**src/rtl/cdma_pkg.sv**
```systemverilog
package cdma_pkg;

    localparam logic [7:0] OFS_FLAG  = 8'h00;
    localparam logic [7:0] OFS_INTEN = 8'h04;
    localparam logic [7:0] OFS_START = 8'h08;
    localparam logic [7:0] OFS_RESET = 8'h0C;
    localparam logic [7:0] OFS_STOP  = 8'h10;
    localparam logic [7:0] OFS_FLUSH = 8'h14;
    localparam logic [7:0] OFS_CTRL  = 8'h18;
    localparam logic [7:0] OFS_SRC   = 8'h1C;
    localparam logic [7:0] OFS_DST   = 8'h20;
    localparam logic [7:0] OFS_LEN1  = 8'h24;
    localparam logic [7:0] OFS_LEN2  = 8'h28;
    localparam logic [7:0] OFS_JUMP  = 8'h2C;

    localparam int CTRL_SLOW_BIT = 2;
    localparam int CTRL_GAP_LSB  = 5;
    localparam int CTRL_WRAP_BIT = 15;
    localparam int CTRL_SIDE_BIT = 20;

    typedef enum logic [2:0] {
        ST_IDLE,
        ST_RD,
        ST_RWAIT,
        ST_WR,
        ST_GAP
    } eng_state_t;

endpackage

```
**src/rtl/cdma_regs.sv**
```systemverilog
module cdma_regs
    import cdma_pkg::*;
#(
    parameter int AW    = 32,
    parameter int LEN_W = 20,
    parameter int GAP_W = 10
) (
    input  logic             clk,
    input  logic             rst_n,
    input  logic             cfg_we,
    input  logic [7:0]       cfg_addr,
    input  logic [31:0]      cfg_wdata,
    output logic [31:0]      cfg_rdata,
    input  logic             busy,
    input  logic             done_pulse,
    output logic             start_pulse,
    output logic [AW-1:0]    src,
    output logic [AW-1:0]    dst,
    output logic [AW-1:0]    jump,
    output logic [LEN_W-1:0] len1,
    output logic [LEN_W-1:0] len2,
    output logic             slow_en,
    output logic [GAP_W-1:0] gap,
    output logic             wrap_en,
    output logic             wrap_dst,
    output logic             flag,
    output logic             int_en,
    output logic             flush,
    output logic             stop,
    output logic             warm,
    output logic             hard
);

    typedef struct packed {
        logic             flag;
        logic             int_en;
        logic             warm;
        logic             hard;
        logic             stop;
        logic             flush;
        logic             slow_en;
        logic [GAP_W-1:0] gap;
        logic             wrap_en;
        logic             wrap_dst;
        logic [AW-1:0]    src;
        logic [AW-1:0]    dst;
        logic [LEN_W-1:0] len1;
        logic [LEN_W-1:0] len2;
        logic [AW-1:0]    jump;
    } regs_t;

    regs_t reg_d, reg_q;

    always_comb begin
        reg_d = reg_q;
        if (!busy) begin
            reg_d.warm = 1'b0;
            reg_d.stop = 1'b0;
        end
        if (cfg_we) begin
            case (cfg_addr)
                OFS_FLAG:  if (!cfg_wdata[0]) reg_d.flag = 1'b0;
                OFS_INTEN: reg_d.int_en = cfg_wdata[0];
                OFS_RESET: begin
                    if (cfg_wdata[0]) reg_d.warm = 1'b1;
                    reg_d.hard = cfg_wdata[1];
                end
                OFS_STOP:  if (cfg_wdata[0]) reg_d.stop = 1'b1;
                OFS_FLUSH: reg_d.flush = cfg_wdata[0];
                OFS_CTRL: begin
                    reg_d.slow_en  = cfg_wdata[CTRL_SLOW_BIT];
                    reg_d.gap      = cfg_wdata[CTRL_GAP_LSB +: GAP_W];
                    reg_d.wrap_en  = cfg_wdata[CTRL_WRAP_BIT];
                    reg_d.wrap_dst = cfg_wdata[CTRL_SIDE_BIT];
                end
                OFS_SRC:   reg_d.src  = cfg_wdata[AW-1:0];
                OFS_DST:   reg_d.dst  = cfg_wdata[AW-1:0];
                OFS_LEN1:  reg_d.len1 = cfg_wdata[LEN_W-1:0];
                OFS_LEN2:  reg_d.len2 = cfg_wdata[LEN_W-1:0];
                OFS_JUMP:  reg_d.jump = cfg_wdata[AW-1:0];
                default: ;
            endcase
        end
        if (done_pulse) reg_d.flag = 1'b1;
    end

    always_ff @(posedge clk or negedge rst_n) begin
        if (!rst_n) reg_q <= '0;
        else        reg_q <= reg_d;
    end

    assign start_pulse = cfg_we && (cfg_addr == OFS_START) && cfg_wdata[0];

    always_comb begin
        cfg_rdata = '0;
        case (cfg_addr)
            OFS_FLAG:  cfg_rdata[0] = reg_q.flag;
            OFS_INTEN: cfg_rdata[0] = reg_q.int_en;
            OFS_START: cfg_rdata[0] = busy;
            OFS_RESET: cfg_rdata[1:0] = {reg_q.hard, reg_q.warm};
            OFS_STOP:  cfg_rdata[0] = reg_q.stop;
            OFS_FLUSH: cfg_rdata[0] = reg_q.flush;
            OFS_CTRL: begin
                cfg_rdata[CTRL_SLOW_BIT]          = reg_q.slow_en;
                cfg_rdata[CTRL_GAP_LSB +: GAP_W]  = reg_q.gap;
                cfg_rdata[CTRL_WRAP_BIT]          = reg_q.wrap_en;
                cfg_rdata[CTRL_SIDE_BIT]          = reg_q.wrap_dst;
            end
            OFS_SRC:   cfg_rdata[AW-1:0]    = reg_q.src;
            OFS_DST:   cfg_rdata[AW-1:0]    = reg_q.dst;
            OFS_LEN1:  cfg_rdata[LEN_W-1:0] = reg_q.len1;
            OFS_LEN2:  cfg_rdata[LEN_W-1:0] = reg_q.len2;
            OFS_JUMP:  cfg_rdata[AW-1:0]    = reg_q.jump;
            default: ;
        endcase
    end

    assign src      = reg_q.src;
    assign dst      = reg_q.dst;
    assign jump     = reg_q.jump;
    assign len1     = reg_q.len1;
    assign len2     = reg_q.len2;
    assign slow_en  = reg_q.slow_en;
    assign gap      = reg_q.gap;
    assign wrap_en  = reg_q.wrap_en;
    assign wrap_dst = reg_q.wrap_dst;
    assign flag     = reg_q.flag;
    assign int_en   = reg_q.int_en;
    assign flush    = reg_q.flush;
    assign stop     = reg_q.stop;
    assign warm     = reg_q.warm;
    assign hard     = reg_q.hard;

endmodule

```
**src/rtl/cdma_addr_gen.sv**
```systemverilog
module cdma_addr_gen #(
    parameter int AW    = 32,
    parameter int CNT_W = 19,
    parameter int BPW   = 4
) (
    input  logic             clk,
    input  logic             rst_n,
    input  logic             load,
    input  logic             step,
    input  logic [AW-1:0]    base,
    input  logic [AW-1:0]    jump,
    input  logic             wrap_on,
    input  logic [CNT_W-1:0] wrap_words,
    output logic [AW-1:0]    addr
);

    localparam logic [AW-1:0] ALIGN_MASK = ~AW'(BPW - 1);

    typedef struct packed {
        logic [AW-1:0]    addr;
        logic [CNT_W-1:0] cnt;
    } ag_t;

    ag_t ag_d, ag_q;

    always_comb begin
        ag_d = ag_q;
        if (load) begin
            ag_d.addr = base & ALIGN_MASK;
            ag_d.cnt  = '0;
        end else if (step) begin
            if (wrap_on && (wrap_words != '0) &&
                ((ag_q.cnt + CNT_W'(1)) == wrap_words)) begin
                ag_d.addr = jump & ALIGN_MASK;
                ag_d.cnt  = '0;
            end else begin
                ag_d.addr = ag_q.addr + AW'(BPW);
                ag_d.cnt  = ag_q.cnt + CNT_W'(1);
            end
        end
    end

    always_ff @(posedge clk or negedge rst_n) begin
        if (!rst_n) ag_q <= '0;
        else        ag_q <= ag_d;
    end

    assign addr = ag_q.addr;

endmodule

```
**src/rtl/cdma_engine.sv**
```systemverilog
module cdma_engine
    import cdma_pkg::*;
#(
    parameter int LEN_W = 20,
    parameter int GAP_W = 10,
    parameter int DW    = 32
) (
    input  logic             clk,
    input  logic             rst_n,
    input  logic             start_pulse,
    input  logic [LEN_W-1:0] len1,
    input  logic             slow_en,
    input  logic [GAP_W-1:0] gap,
    input  logic             halt,
    input  logic             warm,
    input  logic             hard,
    input  logic             rd_ready,
    input  logic             rd_resp_valid,
    input  logic [DW-1:0]    rd_resp_data,
    input  logic             wr_ready,
    output logic             active,
    output logic             busy,
    output logic             done_pulse,
    output logic             load,
    output logic             step,
    output logic             rd_valid,
    output logic             wr_valid,
    output logic [DW-1:0]    wr_data
);

    localparam int BPW     = DW / 8;
    localparam int ALIGN_B = $clog2(BPW);
    localparam int CNT_W   = LEN_W - ALIGN_B + 1;

    typedef struct packed {
        eng_state_t       state;
        logic [CNT_W-1:0] words;
        logic [GAP_W-1:0] gap_cnt;
        logic [DW-1:0]    data;
    } eng_t;

    eng_t eng_d, eng_q;

    logic [LEN_W:0]   len_up;
    logic [CNT_W-1:0] words_req;

    assign len_up    = {1'b0, len1} + (LEN_W + 1)'(BPW - 1);
    assign words_req = len_up[LEN_W:ALIGN_B];

    always_comb begin
        eng_d      = eng_q;
        done_pulse = 1'b0;
        load       = 1'b0;
        step       = 1'b0;
        case (eng_q.state)
            ST_IDLE: begin
                if (start_pulse && !hard && !halt) begin
                    if (words_req == '0) begin
                        done_pulse = 1'b1;
                    end else begin
                        load        = 1'b1;
                        eng_d.words = words_req;
                        eng_d.state = ST_RD;
                    end
                end
            end
            ST_RD: begin
                if (halt || warm)  eng_d.state = ST_IDLE;
                else if (rd_ready) eng_d.state = ST_RWAIT;
            end
            ST_RWAIT: begin
                if (rd_resp_valid) begin
                    eng_d.data  = rd_resp_data;
                    eng_d.state = warm ? ST_IDLE : ST_WR;
                end
            end
            ST_WR: begin
                if (wr_ready) begin
                    step        = 1'b1;
                    eng_d.words = eng_q.words - CNT_W'(1);
                    if (eng_q.words == CNT_W'(1)) begin
                        done_pulse  = 1'b1;
                        eng_d.state = ST_IDLE;
                    end else if (halt || warm) begin
                        eng_d.state = ST_IDLE;
                    end else if (slow_en && (gap != '0)) begin
                        eng_d.gap_cnt = gap;
                        eng_d.state   = ST_GAP;
                    end else begin
                        eng_d.state = ST_RD;
                    end
                end
            end
            ST_GAP: begin
                if (halt || warm)                    eng_d.state = ST_IDLE;
                else if (eng_q.gap_cnt <= GAP_W'(1)) eng_d.state = ST_RD;
                else eng_d.gap_cnt = eng_q.gap_cnt - GAP_W'(1);
            end
            default: eng_d.state = ST_IDLE;
        endcase
        if (hard) begin
            eng_d.state = ST_IDLE;
            done_pulse  = 1'b0;
            load        = 1'b0;
            step        = 1'b0;
        end
    end

    always_ff @(posedge clk or negedge rst_n) begin
        if (!rst_n) eng_q <= '{state: ST_IDLE, default: '0};
        else        eng_q <= eng_d;
    end

    assign active   = (eng_q.state != ST_IDLE);
    assign busy     = active && !hard;
    assign rd_valid = (eng_q.state == ST_RD) && !halt && !warm && !hard;
    assign wr_valid = (eng_q.state == ST_WR) && !hard;
    assign wr_data  = eng_q.data;

endmodule

```
**src/rtl/cdma_channel.sv**
```systemverilog
module cdma_channel
    import cdma_pkg::*;
#(
    parameter int AW    = 32,
    parameter int DW    = 32,
    parameter int LEN_W = 20,
    parameter int GAP_W = 10
) (
    input  logic          clk,
    input  logic          rst_n,
    input  logic          cfg_we,
    input  logic [7:0]    cfg_addr,
    input  logic [31:0]   cfg_wdata,
    output logic [31:0]   cfg_rdata,
    output logic          rd_valid,
    input  logic          rd_ready,
    output logic [AW-1:0] rd_addr,
    input  logic          rd_resp_valid,
    input  logic [DW-1:0] rd_resp_data,
    output logic          wr_valid,
    input  logic          wr_ready,
    output logic [AW-1:0] wr_addr,
    output logic [DW-1:0] wr_data,
    output logic          irq
);

    localparam int BPW     = DW / 8;
    localparam int ALIGN_B = $clog2(BPW);
    localparam int CNT_W   = LEN_W - ALIGN_B + 1;

    logic             start_pulse, done_pulse, busy, active, load, step;
    logic [AW-1:0]    src, dst, jump;
    logic [LEN_W-1:0] len1, len2;
    logic             slow_en, wrap_en, wrap_dst;
    logic [GAP_W-1:0] gap;
    logic             flag, int_en, flush, stop, warm, hard, halt;
    logic [LEN_W:0]   len2_up;
    logic [CNT_W-1:0] wrap_words;
    logic [AW-1:0]    side_base [2];
    logic [AW-1:0]    side_addr [2];

    cdma_regs #(.AW(AW), .LEN_W(LEN_W), .GAP_W(GAP_W)) u_regs (
        .clk(clk), .rst_n(rst_n),
        .cfg_we(cfg_we), .cfg_addr(cfg_addr), .cfg_wdata(cfg_wdata),
        .cfg_rdata(cfg_rdata),
        .busy(busy), .done_pulse(done_pulse), .start_pulse(start_pulse),
        .src(src), .dst(dst), .jump(jump), .len1(len1), .len2(len2),
        .slow_en(slow_en), .gap(gap), .wrap_en(wrap_en), .wrap_dst(wrap_dst),
        .flag(flag), .int_en(int_en), .flush(flush), .stop(stop),
        .warm(warm), .hard(hard)
    );

    assign halt = flush || stop;

    cdma_engine #(.LEN_W(LEN_W), .GAP_W(GAP_W), .DW(DW)) u_eng (
        .clk(clk), .rst_n(rst_n),
        .start_pulse(start_pulse), .len1(len1), .slow_en(slow_en), .gap(gap),
        .halt(halt), .warm(warm), .hard(hard),
        .rd_ready(rd_ready), .rd_resp_valid(rd_resp_valid),
        .rd_resp_data(rd_resp_data), .wr_ready(wr_ready),
        .active(active), .busy(busy), .done_pulse(done_pulse),
        .load(load), .step(step),
        .rd_valid(rd_valid), .wr_valid(wr_valid), .wr_data(wr_data)
    );

    assign len2_up    = {1'b0, len2} + (LEN_W + 1)'(BPW - 1);
    assign wrap_words = len2_up[LEN_W:ALIGN_B];

    assign side_base[0] = src;
    assign side_base[1] = dst;

    for (genvar s = 0; s < 2; s++) begin : g_side
        logic wrap_here;
        assign wrap_here = wrap_en && (wrap_dst == (s == 1));
        cdma_addr_gen #(.AW(AW), .CNT_W(CNT_W), .BPW(BPW)) u_ag (
            .clk(clk), .rst_n(rst_n),
            .load(load), .step(step),
            .base(side_base[s]), .jump(jump),
            .wrap_on(wrap_here), .wrap_words(wrap_words),
            .addr(side_addr[s])
        );
    end

    assign rd_addr = side_addr[0];
    assign wr_addr = side_addr[1];
    assign irq     = flag && int_en;

endmodule

```
**config.mk**
```make
export PLATFORM = sky130hd
export DESIGN_NAME = cdma_channel
export DESIGN_NICKNAME = d
export VERILOG_FILES = /design/src/rtl/cdma_pkg.sv /design/src/rtl/cdma_regs.sv /design/src/rtl/cdma_addr_gen.sv /design/src/rtl/cdma_engine.sv /design/src/rtl/cdma_channel.sv
export SDC_FILE = /design/constraint.sdc
export NUM_CORES = 1
export LEC_CHECK = 0
export BUFFER_PORTS_ARGS = -buffer_cell sky130_fd_sc_hd__buf_2
export CORE_ASPECT_RATIO = 1.1
export CORE_MARGIN = 1
export CORE_UTILIZATION = 58
export DETAILED_ROUTE_END_ITERATION = 8
export GPL_TIMING_DRIVEN = 0
export PLACE_DENSITY = 0.78
export SETUP_SLACK_MARGIN = 0.1
export SLEW_MARGIN = 20
export SYNTH_ARGS = -nofsm -noshare
export SYNTH_HDL_FRONTEND = slang
export SYNTH_SLANG_ARGS = --single-unit
```
**constraint.sdc**
```tcl
create_clock -name clk -period 4 [get_ports clk]
set_input_delay 0.4 -clock clk [delete_from_list [all_inputs] [get_ports clk]]
set_output_delay 0.4 -clock clk [all_outputs]
set_load 0.01 [all_outputs]
```
Yosys cells after proc, flatten, opt, wreduce, memory -nomap -nowiden. Index checks and enable logic that the tools add are counted.

Mux-type cells: 66. Equal/unequal tests: 33. Bitwise logic cells: 1. $add $sub $neg: 8. Order comparisons: 1. Reduce and logical (&&, ||, !) cells: 47.

Operator list (number): 51-bit 2-to-1 mux (6); 155-bit 2-to-1 mux (1); 32-bit 2-to-1 mux (4); 11-bit one-hot mux with 6 select lines (1); 32-bit by 3-bit adder with 32-bit output, second input constant (2); 10-bit 2-to-1 mux (5); 22-bit 2-to-1 mux (2); 20-bit by 2-bit adder with 21-bit output, second input constant (2); 20-bit 2-to-1 mux (2); 19-bit by 1-bit adder with 19-bit output, second input constant (2); 19-bit == test (2); 19-bit one-hot mux with 2 select lines (1); 11-bit one-hot mux with 3 select lines (1); 8-bit by 5-bit == test with 1-bit output, second input constant (4); 8-bit by 6-bit == test with 1-bit output, second input constant (4); 3-bit 2-to-1 mux (9); 1-bit 2-to-1 mux (22); 10-bit one-hot mux with 2 select lines (1); 4-bit one-hot mux with 5 select lines (1); 2-bit AND reduction (10); 19-bit by 1-bit == test with 1-bit output, second input constant (1); 19-bit logical NOT (1); 19-bit nonzero test (1); 19-bit by 1-bit subtractor with 19-bit output, second input constant (1); other kinds (34) (70).

Bits of input ports: 78. Output and inout bits: 131. Register bits: 321.

Logic depth before layout (Yosys ltp). Gate-level depths: netlist of run 1.

Word-level depth: 10. Mapped depth: 13. Gate-level depth less buffers: 10.

Hierarchy. A second synthesis of run 1 with hierarchy kept.

Cell total of the unflattened synthesis: 2105. Area, all modules: 20368.3 µm².

Modules (own cells, without submodules): cdma_addr_gen (instances 2, area each 4468.0 µm², seq. area each 1226.2 µm², cells each 557); cdma_regs (instances 1, area each 7140.6 µm², seq. area each 3878.7 µm², cells each 521); cdma_engine (instances 1, area each 3938.8 µm², seq. area each 1601.5 µm², cells each 421); cdma_channel (instances 1, area each 352.8 µm², seq. area each 0.0 µm², cells each 49).

Worst setup path after synthesis of run 1. OpenSTA, ideal clock, no wires.

Path kind: register to register. Start point: reg u_regs.reg_q[37] (netlist: u_regs.len2[5]). End point: reg g_side[1].u_ag.ag_q[17] in the netlist's numbering. Arrival: 2.943 ns. Clock period less this slack: 3.069 ns. Cell stages (with the launch flop): 12. Buffers on the path: 2. Path slack: 0.931 ns. Cell sequence: dfrtp_1 > buf_2 > nand4_2 > or4_4 > nor3_2 > xnor3_1 > nor4_1 > o211ai_1 > nor3_2 > buf_4 > nor2_1 > a221o_1.

Word-level cells in the longest chain between the ends: 7. Elaborated cells between the ends (all ways): 8. Those cells by class: add/sub: 1; eq/ne: 1; mux: 3; reduce/logical: 3.

RTL lines: from (decl) (line cdma_regs.sv:52) `regs_t reg_d, reg_q;`; from (signal assigned) (line cdma_regs.sv:89) `else reg_q <= reg_d;`; 20-bit by 2-bit adder with 21-bit output (*) (line cdma_channel.sv:66) `assign len2_up = {1'b0, len2} + (LEN_W + 1)'(BPW - 1);`; 19-bit nonzero test (line cdma_addr_gen.sv:32) `if (wrap_on && (wrap_words != '0) &&`; 1-bit logical AND (line cdma_addr_gen.sv:32); 1-bit logical AND (*) (line cdma_addr_gen.sv:32); 51-bit 2-to-1 mux (*) (line cdma_addr_gen.sv:32); 51-bit 2-to-1 mux (*) (line cdma_addr_gen.sv:31) `end else if (step) begin`; 51-bit 2-to-1 mux (*) (line cdma_addr_gen.sv:28) `if (load) begin`; to (signal assigned) (line cdma_addr_gen.sv:45) `else ag_q <= ag_d;`; to (decl) (line cdma_addr_gen.sv:24) `ag_t ag_d, ag_q;`.

Mark *: on every way between the ends. The rest lies on a longest branch, timed or not. The select of a mux whose other input is x is not followed. A chain may end at the register's enable or synchronous reset.

Worst setup path in the final report of run 1.
Start point: reg u_regs.reg_q[55] (netlist: u_regs.len1[3]). End point: reg u_eng.eng_q[54] in the netlist's numbering.

Word-level cells in the longest chain between the ends: 4. Elaborated cells between the ends (all ways): 7. Those cells by class: add/sub: 1; eq/ne: 1; mux: 3; reduce/logical: 2.

RTL lines: 20-bit by 2-bit adder with 21-bit output (*) (line cdma_engine.sv:47) `assign len_up = {1'b0, len1} + (LEN_W + 1)'(BPW - 1);`; 19-bit logical NOT / 22-bit 2-to-1 mux (equally long branches) (line cdma_engine.sv:58) `if (words_req == '0) begin`; 2-bit != test (no line) / 22-bit 2-to-1 mux (equally long branches); 4-bit AND reduction (no line) / 19-bit one-hot mux with 2 select lines (equally long branches); to (signal assigned) (line cdma_engine.sv:111) `else eng_q <= eng_d;`; to (decl) (line cdma_engine.sv:42) `eng_t eng_d, eng_q;`.

Marks and branches as above.

==> impl_metrics.json, run 1 <==
{
  "routed_wl_um": 61600,
  "use_met3_pct": 7.92,
  "hold_viol": 0,
  "drive_gt1_share_pct": 26.9,
  "avgViaCountPerCell": 6.47,
  "grt_pass1_wl_um": 94000,
  "port_buffers": 203,
  "cp_max_fo": 11,
  "netlist_area_mm2": 0.0192,
  "drtAntennaViolNets": 0,
  "fillers": 2624,
  "grt_busiest_layer": "met2",
  "htree_levels": 2,
  "drv_slew": 0,
  "yosysSeqAreaShare_pct": 41.3,
  "use_met2_pct": 57.9,
  "hpwl_um": 45200,
  "rr_endpoint": "u_eng.eng_q[54]$_DFFE_PN0P_",
  "clock_path_buffers": 3,
  "ios": 209,
  "fin_crit_ns": 3.77,
  "power.total_w": 0.00995,
  "first_pass_iters": 6,
  "rsz0062_at_grt": "false",
  "required_ns": 4.45,
  "syn_area_per_cell_um2": 9.65,
  "place_ws_ns": -0.203,
  "yosysWarnings": 0,
  "hold_path_end": "u_eng.wr_data[21]$_DFFE_PN0P_",
  "grt_usage_pct": 36.5,
  "finalCritPeriodShare_pct": 94.2,
  "path_class": "reg -> reg",
  "grt_max_degree": 97,
  "leakage_nw": 10.4,
  "startpoint_type": "register",
  "ys_ff_latch": 317,
  "grt_pass1_vias": 16500,
  "remaining_drc_errors": 0,
  "vias": 17300,
  "hold_depth": 2,
  "start_util_pct": 59.2,
  "hold_start": "rd_resp_data[21]",
  "synth_edf_count": 0,
  "end_kind": "register",
  "insertion_delay_ns": 0.55,
  "cts_buffers": 36,
  "pwr_density_cell_mw_per_mm2": 450,
  "grt-ovfl-total": 0,
  "fp-row-count": 69,
  "clk_pin_slew_ns": 0.06,
  "setup_violations": 0,
  "placedCellCount": 2625,
  "async_flop_share_pct": 100,
  "crit_arrival_ns": 4.22,
  "synth_cell_types": 76,
  "hold_class": "in -> reg",
  "worstMarginPinSlew_ns": 1.01,
  "r2r_slack_ns": 0.23,
  "vdd.ir_drop.worst_v": 0.000362,
  "r2r-start": "u_regs.len1[3]$_DFFE_PN0P_",
  "antenna_found_initial": 2,
  "area_growth_pct": 15.1,
  "die-area_mm2": 0.0338,
  "die_h_um": 193,
  "gp_congestion": 0.995,
  "cts-root-buf": "clkbuf_16",
  "routedWlPerCell_um": 23.0,
  "max_slew_margin_pct": 32.6,
  "final_cell_count_no_fill": 2681,
  "numClockSinks": 317,
  "reg2reg_depth": 11,
  "synth_ff_type": "dfrtp_1",
  "grtUsageMet1_pct": 46.1,
  "fmax_mhz": 265,
  "outcome": "complete, no violations",
  "nNetsFinal": 2321,
  "drt_iter0_drc": 1584,
  "fin_skew_ns": 0.0243,
  "max-cap-violations": 0,
  "setup_slack_ns": 0.232,
  "cts_tree": "done",
  "synth_cells": 1989,
  "core_area_mm2": 0.0325,
  "fp.dieW_um": 175
}
-- worst max path at each step --
stage,to,slack [ns],startpoint
6_report,u_eng.eng_q[54]$_DFFE_PN0P_,0.23,u_regs.len1[3]$_DFFE_PN0P_
4_1_cts,g_side[1].u_ag.ag_q[15]$_DFFE_PN0P_,0.13,u_regs.len1[4]$_DFFE_PN0P_
5_1_grt,g_side[0].u_ag.addr[3]$_DFFE_PN0P_,0.10,g_side[0].u_ag.ag_q[0]$_DFFE_PN0P_
3_3_place_gp,u_regs.jump[26]$_DFFE_PN0P_,-3.59,rst_n
2_1_floorplan,g_side[1].u_ag.ag_q[17]$_DFFE_PN0P_,0.93,u_regs.len2[5]$_DFFE_PN0P_
3_5_place_dp,g_side[0].u_ag.addr[3]$_DFFE_PN0P_,-0.20,u_regs.len2[12]$_DFFE_PN0P_
-- where the power goes --
part	internal [W]	leakage [nW]	switching, W
registers	0.00360	4.19	0.000360
clock network	0.00185	0.560	0.00138
logic	0.00127	5.66	0.00149
total	0.00672	10.4	0.00322
-- cells in the mapped netlist (all sizes together), types with 8 or more instances --
cell / n / share of area (%)
o31ai: 8 / 0.31
a22oi: 61 / 2.4
mux2: 181 / 11
nor4: 36 / 1.3
xor2: 39 / 1.8
nor3: 50 / 1.4
or4: 11 / 0.45
and3: 33 / 1.1
o211ai: 10 / 0.39
nand2b: 8 / 0.26
dfrtp: 317 / 41
clkbuf: 96 / 1.9
or3: 22 / 0.72
inv: 43 / 0.84
buf: 143 / 5.0
o21a: 10 / 0.39
nor2: 102 / 2.0
and2: 16 / 0.52
o22ai: 16 / 0.52
ha: 8 / 0.52
nand2: 151 / 3.0
a222oi: 12 / 0.63
nand3: 71 / 1.9
and4: 9 / 0.41
nand4: 40 / 1.4
a21o: 8 / 0.31
mux2i: 81 / 4.2
xnor2: 90 / 4.1
a21oi: 87 / 2.3
a221oi: 15 / 0.68
o21ai: 115 / 3.0
a221o: 9 / 0.47
-- cells by family (layout without fill, tap and decap cells) --
| kind of cell | Yosys count | count (layout) | share of synthesized area (%) |
|---|---|---|---|
| muxes | 262 | 262 | 14.8 |
| other | 1 | 6 | 0.0195 |
| DFF | 317 | 317 | 41.3 |
| buffers and inverters | 282 | 543 | 7.71 |
| adders and majority gates | 8 | 8 | 0.521 |
| and+or+nand+nor | 582 | 582 | 15.5 |
| AOI/OAI and AO/OA | 405 | 405 | 13.8 |
| xor gates and xnor gates | 132 | 132 | 6.24 |
-- cell usage in the layout, fill, tap and decap left out, drive strengths merged, types with 36 or more instances in the layout --
master	netlist	routed
a21oi	87	87
a22oi	61	61
buf	143	352
clkbuf	96	133
dfrtp	317	317
inv	43	44
mux2	181	181
mux2i	81	81
nand2	151	151
nand3	71	71
nand4	40	40
nor2	102	102
nor3	50	50
nor4	36	36
o21ai	115	115
xnor2	90	90
xor2	39	39
-- sequential cells by signal (all words and copies together) (netlist names), 10 cells and up --
signal and count:
u_regs.src 32, u_eng.wr_data 32, u_regs.gap 10, u_regs.len2 20, g_side.u_ag.addr 60, u_regs.jump 32, u_regs.len1 20, u_eng.eng_q 32
u_regs.dst 32, g_side.u_ag.ag_q 38
-- repair_timing --
action / 4_1_cts / 5_1_grt
hold endpoints to repair: 191 / 0
pin swaps: 0 / 1
setup buffers: 0 / 3
hold buffers: 1 / 0
endpoints found under the setup margin: 99 / 103
resized for setup: 9 / 25
-- layer usage --
| metal | vias to the layer above | routed length [um] |
|---|---|---|
| li1 | 7622 | - |
| met1 | 8383 | 23600 |
| met2 | 1095 | 27900 |
| met3 | 239 | 6550 |
| met4 | 0 | 3450 |
| met5 | - | 0 |
-- stage by stage --
stage / util, % / instance area (um2) / hold slack, ns / setup TNS [ns]
2_1_floorplan: - / 19200 / 0.104 / 0
3_3_place_gp: 64.0 / 20800 / 0.488 / -1129.73
3_5_place_dp: 64.3 / 20900 / 0.188 / -7.69
4_1_cts: 67.9 / 22000 / 0.0729 / 0
5_1_grt: 68.1 / 22100 / 0.0748 / 0
6_report: 68.1 / 22100 / 0.0878 / 0
-- area by class of cell --
cell class | count | area (um2) | share of cell area, %
Buffer | 233 | 1320 | 5.97
Multi-Input combinational cell | 1393 | 9850 | 44.6
Clock buffer | 42 | 963 | 4.36
Clock inverter | 14 | 161 | 0.731
Sequential cell | 317 | 7930 | 35.9
Antenna cell | 2 | 5.00 | 0.0227
Tap cell | 426 | 533 | 2.41
Inverter | 43 | 161 | 0.731
Timing Repair Buffer | 211 | 1170 | 5.29
-- critical path: stages, from the launching register on --
cell      delay [ns]
dfrtp_1         0.56
o211ai_1        0.28
nor4_4          0.45
and3_1          0.20
buf_2           0.16
nand4_1         0.20
a221o_1         0.50
nand3_1         0.32
clkbuf_4        0.36
buf_2           0.34
o311ai_0        0.19
o21ai_0         0.11
(Power assumes the default switching activity.)
==> inputs of run 2 (changes only) <==
CTS_BUF_LIST = sky130_fd_sc_hd__clkbuf_4 sky130_fd_sc_hd__clkbuf_8   (was not set)
CTS_CLUSTER_DIAMETER = 60   (was not set)
==> run 2 against run 1 <==
Effect of this change: the run now ends with design-rule violations left; wire length up 1.6%; register-to-register slack is essentially flat; clock skew increased by 0.0093 ns; sequential cell count stayed put; sequential share of layout area decreased by 0.57 points; total power is 1.6% higher; hold slack got worse by 0.069 ns; sequential power about the same; clock power increased by 3%; setup slack worse by 0.0044 ns; clock-buffer cell count up 40; first-iteration DRC count increased by 9.2%; largest power group unchanged.
==> impl_metrics.json, run 2 (synthesis results as in run 1) <==
{
  "outcome": "finished with violations",
  "failed_checks": "design-rule violations",
  "leakage_nw": 10.6,
  "remaining_drc_errors": 1,
  "core_area_mm2": 0.0325,
  "end_kind": "register",
  "drtAntennaViolNets": 0,
  "r2r-start": "u_regs.len2[3]$_DFFE_PN0P_",
  "hold_path_end": "u_eng.wr_data[4]$_DFFE_PN0P_",
  "clock_path_buffers": 3,
  "setup_slack_ns": 0.227,
  "required_ns": 4.48,
  "path_class": "reg -> reg",
  "finalCritPeriodShare_pct": 94.3,
  "rsz0062_at_grt": "false",
  "antenna_found_initial": 1,
  "hold_start": "rd_resp_data[4]",
  "vias": 17500,
  "avgViaCountPerCell": 6.36,
  "die-area_mm2": 0.0338,
  "grt-ovfl-total": 0,
  "crit_arrival_ns": 4.25,
  "reg2reg_depth": 11,
  "hpwl_um": 45200,
  "fp.dieW_um": 175,
  "grt_pass1_vias": 17000,
  "ios": 209,
  "largest_reg_flops": 60,
  "worstSetupStartpoint": "u_regs.len2[3]$_DFFE_PN0P_",
  "r2r_slack_ns": 0.23,
  "rr_endpoint": "g_side[0].u_ag.addr[3]$_DFFE_PN0P_",
  "cts_buffers": 53,
  "gp_congestion": 0.995,
  "hold_depth": 2,
  "first_pass_iters": 9,
  "final_common_cell": "dfrtp_1",
  "hold_viol": 0,
  "fp-row-count": 69,
  "clk_pin_slew_ns": 0.07,
  "final_cell_mix": "316 x dfrtp_1, 222 x buf_2, 181 x mux2_2",
  "place_ws_ns": -0.203,
  "htree_levels": 2,
  "hold_class": "in -> reg",
  "routedWlPerCell_um": 22.8,
  "die_h_um": 193,
  "vdd.ir_drop.worst_v": 0.000266,
  "fin_skew_ns": 0.0336,
  "drt_iter0_drc": 1730,
  "final_cell_count_no_fill": 2746,
  "grt_max_degree": 97,
  "worstMarginPinSlew_ns": 1.03,
  "port_buffers": 203,
  "placedCellCount": 2625,
  "area_growth_pct": 16.9,
  "start_util_pct": 59.2,
  "numClockSinks": 317,
  "cts-root-buf": "clkbuf_8",
  "fin_crit_ns": 3.77,
  "drive_gt1_share_pct": 28.0,
  "drv_slew": 0,
  "max_slew_margin_pct": 31.2,
  "timing.hold.ws_ns": 0.0183,
  "grt_pass1_wl_um": 95500,
  "cp_max_fo": 10,
  "fmax_mhz": 265,
  "cts_tree": "done",
  "routed_wl_um": 62600,
  "nNetsFinal": 2363,
  "pwr_density_cell_mw_per_mm2": 450,
  "startpoint_type": "register",
  "max-cap-violations": 0,
  "grt_usage_pct": 37.0,
  "insertion_delay_ns": 0.65,
  "setup_violations": 0
}
## run 2: changes by cell type in the layout (fill, tap and decap cells not counted), sizes merged
cell / delta
diode: -1
clkinv: -2
bufinv: +2
dlygate4sd3: +25
clkbuf: +40
inv: +1
## run 2: metal layers
metal	GRT usage, %	routed length [um]
met1	46.2	24200
met2	59.6	28600
met3	8.35	6180
met4	20.8	3570
met5	0	0
## run 2: repair_timing
item / 4_1_cts / 5_1_grt
resized for setup: 9 / 26
hold endpoints to repair: 216 / 0
endpoints found under the setup margin: 98 / 102
hold buffers: 26 / 0
setup buffers: 0 / 3
gates cloned: 0 / 0
## run 2: metrics by stage
step                      total power (W)  util, %  instance area [um2]  setup TNS, ns
after global placement            0.00662     64.0                20800       -1129.73
after floorplan                   0.00581        -                19200              0
after global routing               0.0106     69.2                22500              0
after detailed placement          0.00673     64.3                20900          -7.69
after CTS                          0.0101     69.0                22400              0
final                              0.0101     69.2                22500              0
## run 2: worst max-delay path by stage
stage	end	slack, ns	cells past startpoint
4_1_cts	g_side[1].u_ag.addr[21]$_DFFE_PN0P_	0.1	11
3_5_place_dp	g_side[0].u_ag.addr[3]$_DFFE_PN0P_	-0.20	12
3_3_place_gp	u_regs.jump[26]$_DFFE_PN0P_	-3.59	1
5_1_grt	g_side[1].u_ag.addr[20]$_DFFE_PN0P_	0.10	12
2_1_floorplan	g_side[1].u_ag.ag_q[17]$_DFFE_PN0P_	0.93	11
6_report	g_side[0].u_ag.addr[3]$_DFFE_PN0P_	0.23	11
## run 2: cell type report
type,count,area (um2)
clock buffers,82,1040
plain buffers,233,1320
fillers,2558,10000
inverters,43,161
clock inverters,15,200
well taps,426,533
repair buffers,236,1420
multi-input cells,1393,9840
flip-flops and latches,317,7930
diodes,1,2.50
## run 2: critical path, stage by stage (launching register included)
cell and delay [ns]:
dfrtp_1 0.32, buf_2 0.25, o211ai_1 0.33, or4_1 0.65
or3_1 0.47, and3_1 0.20, o2111ai_1 0.36, nor4_1 0.11
nand2_1 0.24, buf_4 0.31, mux2i_1 0.28, o21ai_1 0.10
## run 2: report_power, final
part	internal (W)	switching [W]	total, W
registers	0.00360	0.000371	0.00397
logic	0.00128	0.00151	0.00280
clock network	0.00193	0.00140	0.00333
